===== src/rtl/intc_pkg.sv =====
package intc_pkg;
  localparam int CLS_W  = 3;
  localparam int CODE_W = 8;
  localparam int MASK_W = 6;

  localparam int MB_PGM = 0;
  localparam int MB_SVC = 1;
  localparam int MB_PAN = 2;
  localparam int MB_EXT = 3;
  localparam int MB_TMR = 4;
  localparam int MB_IO  = 5;

  typedef enum logic [CLS_W-1:0] {
    CLS_MCHK = 3'd0,
    CLS_PGM  = 3'd1,
    CLS_SVC  = 3'd2,
    CLS_PAN  = 3'd3,
    CLS_EXT  = 3'd4,
    CLS_TMR  = 3'd5,
    CLS_IO   = 3'd6
  } intr_cls_e;

  // index of the lowest set bit, zero when none is set
  function automatic logic [CODE_W-1:0] lowest_set(input logic [31:0] v);
    logic [CODE_W-1:0] r;
    r = '0;
    for (int i = 31; i >= 0; i--) begin
      if (v[i]) r = CODE_W'(i);
    end
    return r;
  endfunction

  function automatic logic cls_masked(input logic [MASK_W-1:0] m, input intr_cls_e c);
    logic r;
    case (c)
      CLS_MCHK: r = 1'b0;
      CLS_PGM:  r = m[MB_PGM];
      CLS_SVC:  r = m[MB_SVC];
      CLS_PAN:  r = m[MB_PAN];
      CLS_EXT:  r = m[MB_EXT];
      CLS_TMR:  r = m[MB_TMR];
      CLS_IO:   r = m[MB_IO];
      default:  r = 1'b1;
    endcase
    return r;
  endfunction
endpackage


===== src/rtl/intc_timer.sv =====
module intc_timer #(
  parameter int TMR_W = 16
) (
  input  logic             clk,
  input  logic             rst_ni,
  input  logic             load_i,
  input  logic [TMR_W-1:0] value_i,
  output logic             expire_o
);
  logic [TMR_W-1:0] cnt_q, cnt_d;
  logic             run_q, run_d;

  assign expire_o = run_q && (cnt_q == TMR_W'(1)) && !load_i;

  always_comb begin
    cnt_d = cnt_q;
    run_d = run_q;
    if (load_i) begin
      cnt_d = value_i;
      run_d = (value_i != '0);
    end else if (run_q) begin
      cnt_d = cnt_q - TMR_W'(1);
      if (cnt_q == TMR_W'(1)) run_d = 1'b0;
    end
  end

  always_ff @(posedge clk or negedge rst_ni) begin
    if (!rst_ni) begin
      cnt_q <= '0;
      run_q <= 1'b0;
    end else begin
      cnt_q <= cnt_d;
      run_q <= run_d;
    end
  end

  // a zero load leaves the counter stopped
  a_r8_zero_load_stops: assert property (@(posedge clk) disable iff (!rst_ni)
    (load_i && value_i == '0) |=> !run_q);
  // expiry is a single event, the count is spent afterwards
  a_r8_expire_once: assert property (@(posedge clk) disable iff (!rst_ni)
    expire_o |=> (!run_q && cnt_q == '0));
endmodule


===== src/rtl/intc_pending.sv =====
module intc_pending
  import intc_pkg::*;
#(
  parameter int N_PGM = 16,
  parameter int N_EXT = 8,
  parameter int N_IO  = 5
) (
  input  logic              clk,
  input  logic              rst_ni,
  input  logic              mchk_hw_i,
  input  logic [N_PGM-1:0]  pgm_exc_i,
  input  logic              svc_i,
  input  logic [CODE_W-1:0] svc_code_i,
  input  logic              prog_anl_i,
  input  logic [N_EXT-1:0]  ext_evt_i,
  input  logic              tmr_exp_i,
  input  logic [N_IO-1:0]   io_chan_i,
  input  logic [MASK_W-1:0] mask_i,
  input  logic              clr_i,
  input  intr_cls_e         clr_cls_i,
  input  logic [CODE_W-1:0] clr_code_i,
  output logic [1:0]        mchk_o,
  output logic [N_PGM-1:0]  pgm_o,
  output logic              svc_o,
  output logic [CODE_W-1:0] svc_code_o,
  output logic              anl_o,
  output logic [N_EXT-1:0]  ext_o,
  output logic              tmr_o,
  output logic [N_IO-1:0]   io_o
);
  logic [1:0]        mchk_q, mchk_d, mchk_clr;
  logic [N_PGM-1:0]  pgm_q, pgm_d, pgm_clr;
  logic [N_EXT-1:0]  ext_q, ext_d, ext_clr;
  logic [N_IO-1:0]   io_q, io_d, io_clr;
  logic              svc_q, svc_d, anl_q, anl_d, tmr_q, tmr_d;
  logic [CODE_W-1:0] svcc_q, svcc_d;
  logic              esc, svc_clr, svc_open;

  function automatic logic hit(input logic c, input intr_cls_e cc, input intr_cls_e want,
                               input logic [CODE_W-1:0] code, input int idx);
    return c && (cc == want) && (code == CODE_W'(idx));
  endfunction

  for (genvar g = 0; g < 2; g++) begin : g_mclr
    assign mchk_clr[g] = hit(clr_i, clr_cls_i, CLS_MCHK, clr_code_i, g);
  end
  for (genvar g = 0; g < N_PGM; g++) begin : g_pclr
    assign pgm_clr[g] = hit(clr_i, clr_cls_i, CLS_PGM, clr_code_i, g);
  end
  for (genvar g = 0; g < N_EXT; g++) begin : g_eclr
    assign ext_clr[g] = hit(clr_i, clr_cls_i, CLS_EXT, clr_code_i, g);
  end
  for (genvar g = 0; g < N_IO; g++) begin : g_iclr
    assign io_clr[g] = hit(clr_i, clr_cls_i, CLS_IO, clr_code_i, g);
  end

  assign esc      = (|pgm_exc_i) && mask_i[MB_PGM];
  assign svc_clr  = clr_i && (clr_cls_i == CLS_SVC);
  assign svc_open = !svc_q || svc_clr;

  always_comb begin
    mchk_d = (mchk_q & ~mchk_clr) | {esc, mchk_hw_i};
    pgm_d  = (pgm_q & ~pgm_clr) | (pgm_exc_i & {N_PGM{~mask_i[MB_PGM]}});
    ext_d  = (ext_q & ~ext_clr) | ext_evt_i;
    io_d   = (io_q & ~io_clr) | io_chan_i;
    anl_d  = (anl_q && !(clr_i && clr_cls_i == CLS_PAN)) || prog_anl_i;
    tmr_d  = (tmr_q && !(clr_i && clr_cls_i == CLS_TMR)) || tmr_exp_i;
    svc_d  = svc_q;
    svcc_d = svcc_q;
    if (svc_i && svc_open) begin
      svc_d  = 1'b1;
      svcc_d = svc_code_i;
    end else if (svc_clr) begin
      svc_d  = 1'b0;
    end
  end

  always_ff @(posedge clk or negedge rst_ni) begin
    if (!rst_ni) begin
      mchk_q <= '0;
      pgm_q  <= '0;
      ext_q  <= '0;
      io_q   <= '0;
      anl_q  <= 1'b0;
      tmr_q  <= 1'b0;
      svc_q  <= 1'b0;
      svcc_q <= '0;
    end else begin
      mchk_q <= mchk_d;
      pgm_q  <= pgm_d;
      ext_q  <= ext_d;
      io_q   <= io_d;
      anl_q  <= anl_d;
      tmr_q  <= tmr_d;
      svc_q  <= svc_d;
      svcc_q <= svcc_d;
    end
  end

  assign mchk_o     = mchk_q;
  assign pgm_o      = pgm_q;
  assign ext_o      = ext_q;
  assign io_o       = io_q;
  assign anl_o      = anl_q;
  assign tmr_o      = tmr_q;
  assign svc_o      = svc_q;
  assign svc_code_o = svcc_q;

  // masked program exception escalates to machine check
  a_r4_escalate: assert property (@(posedge clk) disable iff (!rst_ni)
    ((|pgm_exc_i) && mask_i[MB_PGM]) |=> mchk_q[1]);
  // a masked program exception never shows up as pending
  a_r4_masked_pgm_out: assert property (@(posedge clk) disable iff (!rst_ni)
    (pgm_q == '0 && (mask_i[MB_PGM] || pgm_exc_i == '0)) |=> pgm_q == '0);
  // a pending request survives until its clear
  a_r2_anl_sticky: assert property (@(posedge clk) disable iff (!rst_ni)
    (anl_q && !(clr_i && clr_cls_i == CLS_PAN)) |=> anl_q);
  // a captured supervisor code is not overwritten while pending
  a_r7_svc_code_held: assert property (@(posedge clk) disable iff (!rst_ni)
    (svc_q && !svc_clr) |=> (svc_q && $stable(svcc_q)));
endmodule


===== src/rtl/intc_select.sv =====
module intc_select
  import intc_pkg::*;
#(
  parameter int N_PGM = 16,
  parameter int N_EXT = 8,
  parameter int N_IO  = 5
) (
  input  logic [1:0]        mchk_i,
  input  logic [N_PGM-1:0]  pgm_i,
  input  logic              svc_i,
  input  logic [CODE_W-1:0] svc_code_i,
  input  logic              anl_i,
  input  logic [N_EXT-1:0]  ext_i,
  input  logic              tmr_i,
  input  logic [N_IO-1:0]   io_i,
  input  logic [MASK_W-1:0] mask_i,
  output logic              any_o,
  output intr_cls_e         cls_o,
  output logic [CODE_W-1:0] code_o
);
  always_comb begin
    any_o  = 1'b1;
    cls_o  = CLS_MCHK;
    code_o = '0;
    if (|mchk_i) begin
      code_o = lowest_set(32'(mchk_i));
    end else if ((|pgm_i) && !mask_i[MB_PGM]) begin
      cls_o  = CLS_PGM;
      code_o = lowest_set(32'(pgm_i));
    end else if (svc_i && !mask_i[MB_SVC]) begin
      cls_o  = CLS_SVC;
      code_o = svc_code_i;
    end else if (anl_i && !mask_i[MB_PAN]) begin
      cls_o  = CLS_PAN;
    end else if ((|ext_i) && !mask_i[MB_EXT]) begin
      cls_o  = CLS_EXT;
      code_o = lowest_set(32'(ext_i));
    end else if (tmr_i && !mask_i[MB_TMR]) begin
      cls_o  = CLS_TMR;
    end else if ((|io_i) && !mask_i[MB_IO]) begin
      cls_o  = CLS_IO;
      code_o = lowest_set(32'(io_i));
    end else begin
      any_o  = 1'b0;
    end
  end
endmodule


===== src/rtl/intr_class_ctrl.sv =====
module intr_class_ctrl
  import intc_pkg::*;
#(
  parameter int N_PGM = 16,
  parameter int N_EXT = 8,
  parameter int N_IO  = 5,
  parameter int TMR_W = 16
) (
  input  logic              clk,
  input  logic              rst_n,
  input  logic              mchk_hw_i,
  input  logic [N_PGM-1:0]  pgm_exc_i,
  input  logic              svc_i,
  input  logic [CODE_W-1:0] svc_code_i,
  input  logic              prog_anl_i,
  input  logic [N_EXT-1:0]  ext_evt_i,
  input  logic              tmr_load_i,
  input  logic [TMR_W-1:0]  tmr_value_i,
  input  logic [N_IO-1:0]   io_chan_i,
  input  logic [MASK_W-1:0] class_mask_i,
  output logic              irq_valid_o,
  output logic [CLS_W-1:0]  irq_class_o,
  output logic [CODE_W-1:0] irq_code_o,
  input  logic              irq_ack_i
);
  logic [1:0] rs_q;
  logic       rst_s_n;

  always_ff @(posedge clk or negedge rst_n) begin
    if (!rst_n) rs_q <= '0;
    else        rs_q <= {rs_q[0], 1'b1};
  end
  assign rst_s_n = rs_q[1];

  logic              tmr_exp;
  logic [1:0]        p_mchk;
  logic [N_PGM-1:0]  p_pgm;
  logic              p_svc, p_anl, p_tmr;
  logic [CODE_W-1:0] p_svcc;
  logic [N_EXT-1:0]  p_ext;
  logic [N_IO-1:0]   p_io;
  logic              sel_any;
  intr_cls_e         sel_cls;
  logic [CODE_W-1:0] sel_code;

  logic              valid_q, valid_d, clr;
  intr_cls_e         cls_q, cls_d;
  logic [CODE_W-1:0] code_q, code_d;

  assign clr = valid_q && irq_ack_i;

  intc_timer #(.TMR_W(TMR_W)) u_tmr (
    .clk(clk), .rst_ni(rst_s_n), .load_i(tmr_load_i), .value_i(tmr_value_i),
    .expire_o(tmr_exp)
  );

  intc_pending #(.N_PGM(N_PGM), .N_EXT(N_EXT), .N_IO(N_IO)) u_pend (
    .clk(clk), .rst_ni(rst_s_n),
    .mchk_hw_i(mchk_hw_i), .pgm_exc_i(pgm_exc_i), .svc_i(svc_i),
    .svc_code_i(svc_code_i), .prog_anl_i(prog_anl_i), .ext_evt_i(ext_evt_i),
    .tmr_exp_i(tmr_exp), .io_chan_i(io_chan_i), .mask_i(class_mask_i),
    .clr_i(clr), .clr_cls_i(cls_q), .clr_code_i(code_q),
    .mchk_o(p_mchk), .pgm_o(p_pgm), .svc_o(p_svc), .svc_code_o(p_svcc),
    .anl_o(p_anl), .ext_o(p_ext), .tmr_o(p_tmr), .io_o(p_io)
  );

  intc_select #(.N_PGM(N_PGM), .N_EXT(N_EXT), .N_IO(N_IO)) u_sel (
    .mchk_i(p_mchk), .pgm_i(p_pgm), .svc_i(p_svc), .svc_code_i(p_svcc),
    .anl_i(p_anl), .ext_i(p_ext), .tmr_i(p_tmr), .io_i(p_io),
    .mask_i(class_mask_i), .any_o(sel_any), .cls_o(sel_cls), .code_o(sel_code)
  );

  always_comb begin
    valid_d = valid_q;
    cls_d   = cls_q;
    code_d  = code_q;
    if (clr) begin
      valid_d = 1'b0;
    end else if (!valid_q && sel_any) begin
      valid_d = 1'b1;
      cls_d   = sel_cls;
      code_d  = sel_code;
    end
  end

  always_ff @(posedge clk or negedge rst_s_n) begin
    if (!rst_s_n) begin
      valid_q <= 1'b0;
      cls_q   <= CLS_MCHK;
      code_q  <= '0;
    end else begin
      valid_q <= valid_d;
      cls_q   <= cls_d;
      code_q  <= code_d;
    end
  end

  assign irq_valid_o = valid_q;
  assign irq_class_o = cls_q;
  assign irq_code_o  = code_q;

  // presented request is frozen until acknowledged
  a_r9_hold_until_ack: assert property (@(posedge clk) disable iff (!rst_s_n)
    (irq_valid_o && !irq_ack_i) |=> (irq_valid_o && $stable(irq_class_o) && $stable(irq_code_o)));
  // acknowledge of a presented request drops valid
  a_r10_ack_drops: assert property (@(posedge clk) disable iff (!rst_s_n)
    (irq_valid_o && irq_ack_i) |=> !irq_valid_o);
  // a class that was masked is never newly presented
  a_r3_no_masked_win: assert property (@(posedge clk) disable iff (!rst_s_n)
    $rose(irq_valid_o) |-> !cls_masked($past(class_mask_i), cls_q));
endmodule


===== config.mk =====
export PLATFORM = sky130hd
export DESIGN_NAME = intr_class_ctrl
export DESIGN_NICKNAME = d
export VERILOG_FILES = /design/src/rtl/intc_pkg.sv /design/src/rtl/intc_timer.sv /design/src/rtl/intc_pending.sv /design/src/rtl/intc_select.sv /design/src/rtl/intr_class_ctrl.sv
export SDC_FILE = /design/constraint.sdc
export NUM_CORES = 1
export LEC_CHECK = 0
export BUFFER_PORTS_ARGS = -buffer_cell sky130_fd_sc_hd__buf_2
export CORE_MARGIN = 3
export CORE_UTILIZATION = 55
export CTS_CLUSTER_DIAMETER = 40
export DETAILED_ROUTE_END_ITERATION = 8
export HOLD_SLACK_MARGIN = 0.06
export PLACE_DENSITY = 0.88
export SYNTH_ARGS = -nofsm -noshare
export SYNTH_HDL_FRONTEND = slang
export SYNTH_HIERARCHICAL = 1
export SYNTH_SLANG_ARGS = --single-unit

===== constraint.sdc =====
create_clock -name clk -period 2.7 [get_ports clk]
set_clock_uncertainty 0.2 [all_clocks]
set_input_delay 0.27 -clock clk [delete_from_list [all_inputs] [get_ports clk]]
set_output_delay 0.27 -clock clk [all_outputs]
set_load 0.02 [all_outputs]

==> results.toml <==
[sta]
setup_violations = 0
post-route-min-period_ns = 2.398
worst_slew_pin_slew_ns = 0.5908
relSlewSlack_pct = 60.25
max_freq_ghz = 0.4171
hold_viol = 0
period_share_pct = 88.80
whs_ns = 0.08432
fin_tns_setup_ns = 0
rsz0062_at_grt = "no"
setup_ws_ns = 0.3023
slew_viol_final = 0

[yosys]
avgSynthCellArea_um2 = 10.26
synth_top_family_by_area = "simple AND/OR/NAND/NOR gates"
synthAdderAreaFrac_pct = 0.6146
synth_mux_area_share_pct = 6.915
synth_area_leader_cell = "dfrtp_1"
ys.flop_type = "dfrtp_1"
synthSimpleGateAreaFrac_pct = 22.07
yosysMostFrequentCell = "dfrtp_1"
ys_ff_latch = 73
synth_top_area_share_pct = 44.87
synthXorXnorAreaFrac_pct = 2.797
syn-num-nets = 465
syn_area_um2 = 4071
synth_common_cells = "dfrtp_1, inv_1, o21ai_0"
synth_async_sr_flop_share_pct = 100.0
syn_inst = 397
ys_seq_area_share_pct = 44.87
synth_edf_count = 0
yosys_warnings = 6
netlist_top_cells_area = "dfrtp_1, o41ai_1, mux2_2"
synth_compound_area_share_pct = 17.98
ys_types = 63

[route]
vias = 3830
drtAntennaViolNets = 0
vias_per_cell = 6.041
drt_iter0_drc = 248
drcViolationCount = 0
first_pass_iters = 5
routedWlPerCell_um = 18.52
drt-total-wl_um = 11740

[clocking]
root_buffer = "clkbuf_8"
cts_buffer_depth = 2
path_clk_slew_ns = 0.08
cts.sinks = 73
clk_latency_ns = 0.34
cts_made_buffers = 9
cts_tree = "done"
ctsResizeCount = 0
h-tree-depth = 3

[setup_path]
critPathMaxFanout = 12
cp-end-kind = "register"
rr_startpoint = "u_pend/pgm_o[5]$_DFF_PN0_"
worstSetupStartpoint = "u_pend/pgm_o[5]$_DFF_PN0_"
ff2ff_path_depth = 7
cp.required_ns = 2.72
critPathArrivalTime_ns = 2.42
cp-start-kind = "register"
critPathKind = "register to register"

[floorplan]
die_h_um = 92.04
die_w_um = 92.04
io_pins = 78
initial_core_util_pct = 58.32
core_um2 = 6982
die_area_um2 = 8471
rows = 30

[placed_design]
dp_cells = 559
numPortBuffers = 77
place.gp.congestion = 0.9357
pre_cts_slack_ns = 0.4073
dp_hpwl_um = 7535

[layout]
finalNonFillerCells = 634
seqCellArea_um2 = 1828
diodes = 0
syn2layout_area_growth_pct = 32.61
nNetsFinal = 601
layout-drive-gt1-share_pct = 25.84
nFillCells = 464
multi_input_area_um2 = 2054

[grt]
grt_max_degree = 64
track_usage_pct = 28.04
grt_pass1_wl_um = 18850
grt_pass1_vias = 3843
globalRoute.totalOverflow = 0
antenna_found_initial = 0

[pwr]
power_density_nw_per_um2 = 548.5
leakagePower_nw = 2.371
irDropWorstVdd_mv = 0.5150
power.total_mw = 2.961

[run]
cap_violations = 0

[run_status]
outcome = "finished, final reports clean"

[hold_path]
hp-class = "register to asynchronous set/reset pin"
-- layout by cell type, fill, tap and decap left out, types with 16 or more instances in the layout --
cell	instances
inv_1	27
buf_2	77
o41ai_1	18
a21oi_1	17
nand2_1	23
o21ai_0	27
nor2_1	20
dlygate4sd3_1	59
dfrtp_1	72
o31ai_1	16
nand2b_1	20
-- worst max-delay path, stage by stage, from the launching register on --
cell	delay [ns]
dfrtp_1	0.48
nor4_4	0.10
a41oi_4	0.31
nand2b_4	0.22
nor2_1	0.05
nand2_1	0.09
nor2b_4	0.43
mux2_2	0.40
-- registers in the layout, summed over array words and instances, names as in the netlist --
register,count
u_tmr/cnt_q,16
u_pend/anl_o,1
u_pend/mchk_o,2
u_tmr/run_q,1
u_pend/io_o,5
irq_code_o,8
u_pend/svc_code_o,8
u_pend/svc_o,1
irq_valid_o,1
rs_q,2
u_pend/ext_o,8
irq_class_o,3
u_pend/tmr_o,1
u_pend/pgm_o,16
-- what timing repair did --
item,4_1_cts,5_1_grt
setup endpoints to repair,0,0
setup buffers,0,0
hold endpoints to repair,66,0
hold buffers,59,0
-- layout make-up --
| type | count | share of cell area [%] |
|---|---|---|
| Clock buffer | 11 | 2.804 |
| Clock inverter | 5 | 2.317 |
| Inverter | 27 | 1.877 |
| Multi-Input combinational cell | 282 | 38.05 |
| Sequential cell | 73 | 33.86 |
| Tap cell | 96 | 2.225 |
| Timing Repair Buffer | 140 | 18.86 |
-- final timing paths --
path,slack [ns],end
setup reg to reg,0.30,irq_code_o[5]$_DFFE_PN0P_
min in group clk,0.10,u_tmr/cnt_q[14]$_DFFE_PN0P_
hold / removal,0.08,u_tmr/cnt_q[9]$_DFFE_PN0P_
max in group asynchronous,1.44,u_tmr/cnt_q[1]$_DFFE_PN0P_
setup / recovery,0.30,irq_code_o[5]$_DFFE_PN0P_
hold reg to reg,0.08,u_tmr/cnt_q[9]$_DFFE_PN0P_
-- per-stage QoR --
| stage | util [%] | area, um^2 |
|---|---|---|
| after detailed placement | 64.91 | 4532 |
| after floorplan | - | 4071 |
| after global routing | 77.33 | 5399 |
| after CTS | 77.33 | 5399 |
| after global placement | 64.91 | 4532 |
| final | 77.33 | 5399 |
-- kinds of logic after synthesis --
kind of cell / after synthesis
flip-flops: 73
other: 1
adder cells (fa/ha/maj): 2
multiplexers: 22
XOR/XNOR: 13
AND/OR/NAND/NOR: 139
AO/OA/AOI/OAI: 105
buffers and inverters: 42
-- metal layers --
layer | up-vias | global-route usage [%] | part of all wire, %
met2 | 219 | 48.78 | 50
li1 | 1741 | - | -
met4 | 0 | 10.77 | 2.8
met3 | 37 | 5.742 | 7.6
met1 | 1833 | 34.11 | 40
met5 | - | 0 | 0
-- power by group --
part           switching [mW]  total [mW]  internal, mW  leakage [nW]
clock network           0.403        1.16         0.757         0.140
registers              0.0932        1.26          1.16         0.804
logic                   0.276       0.544         0.268          1.43
total                   0.772        2.96          2.19          2.37
Power figures use the tool's default switching activity.
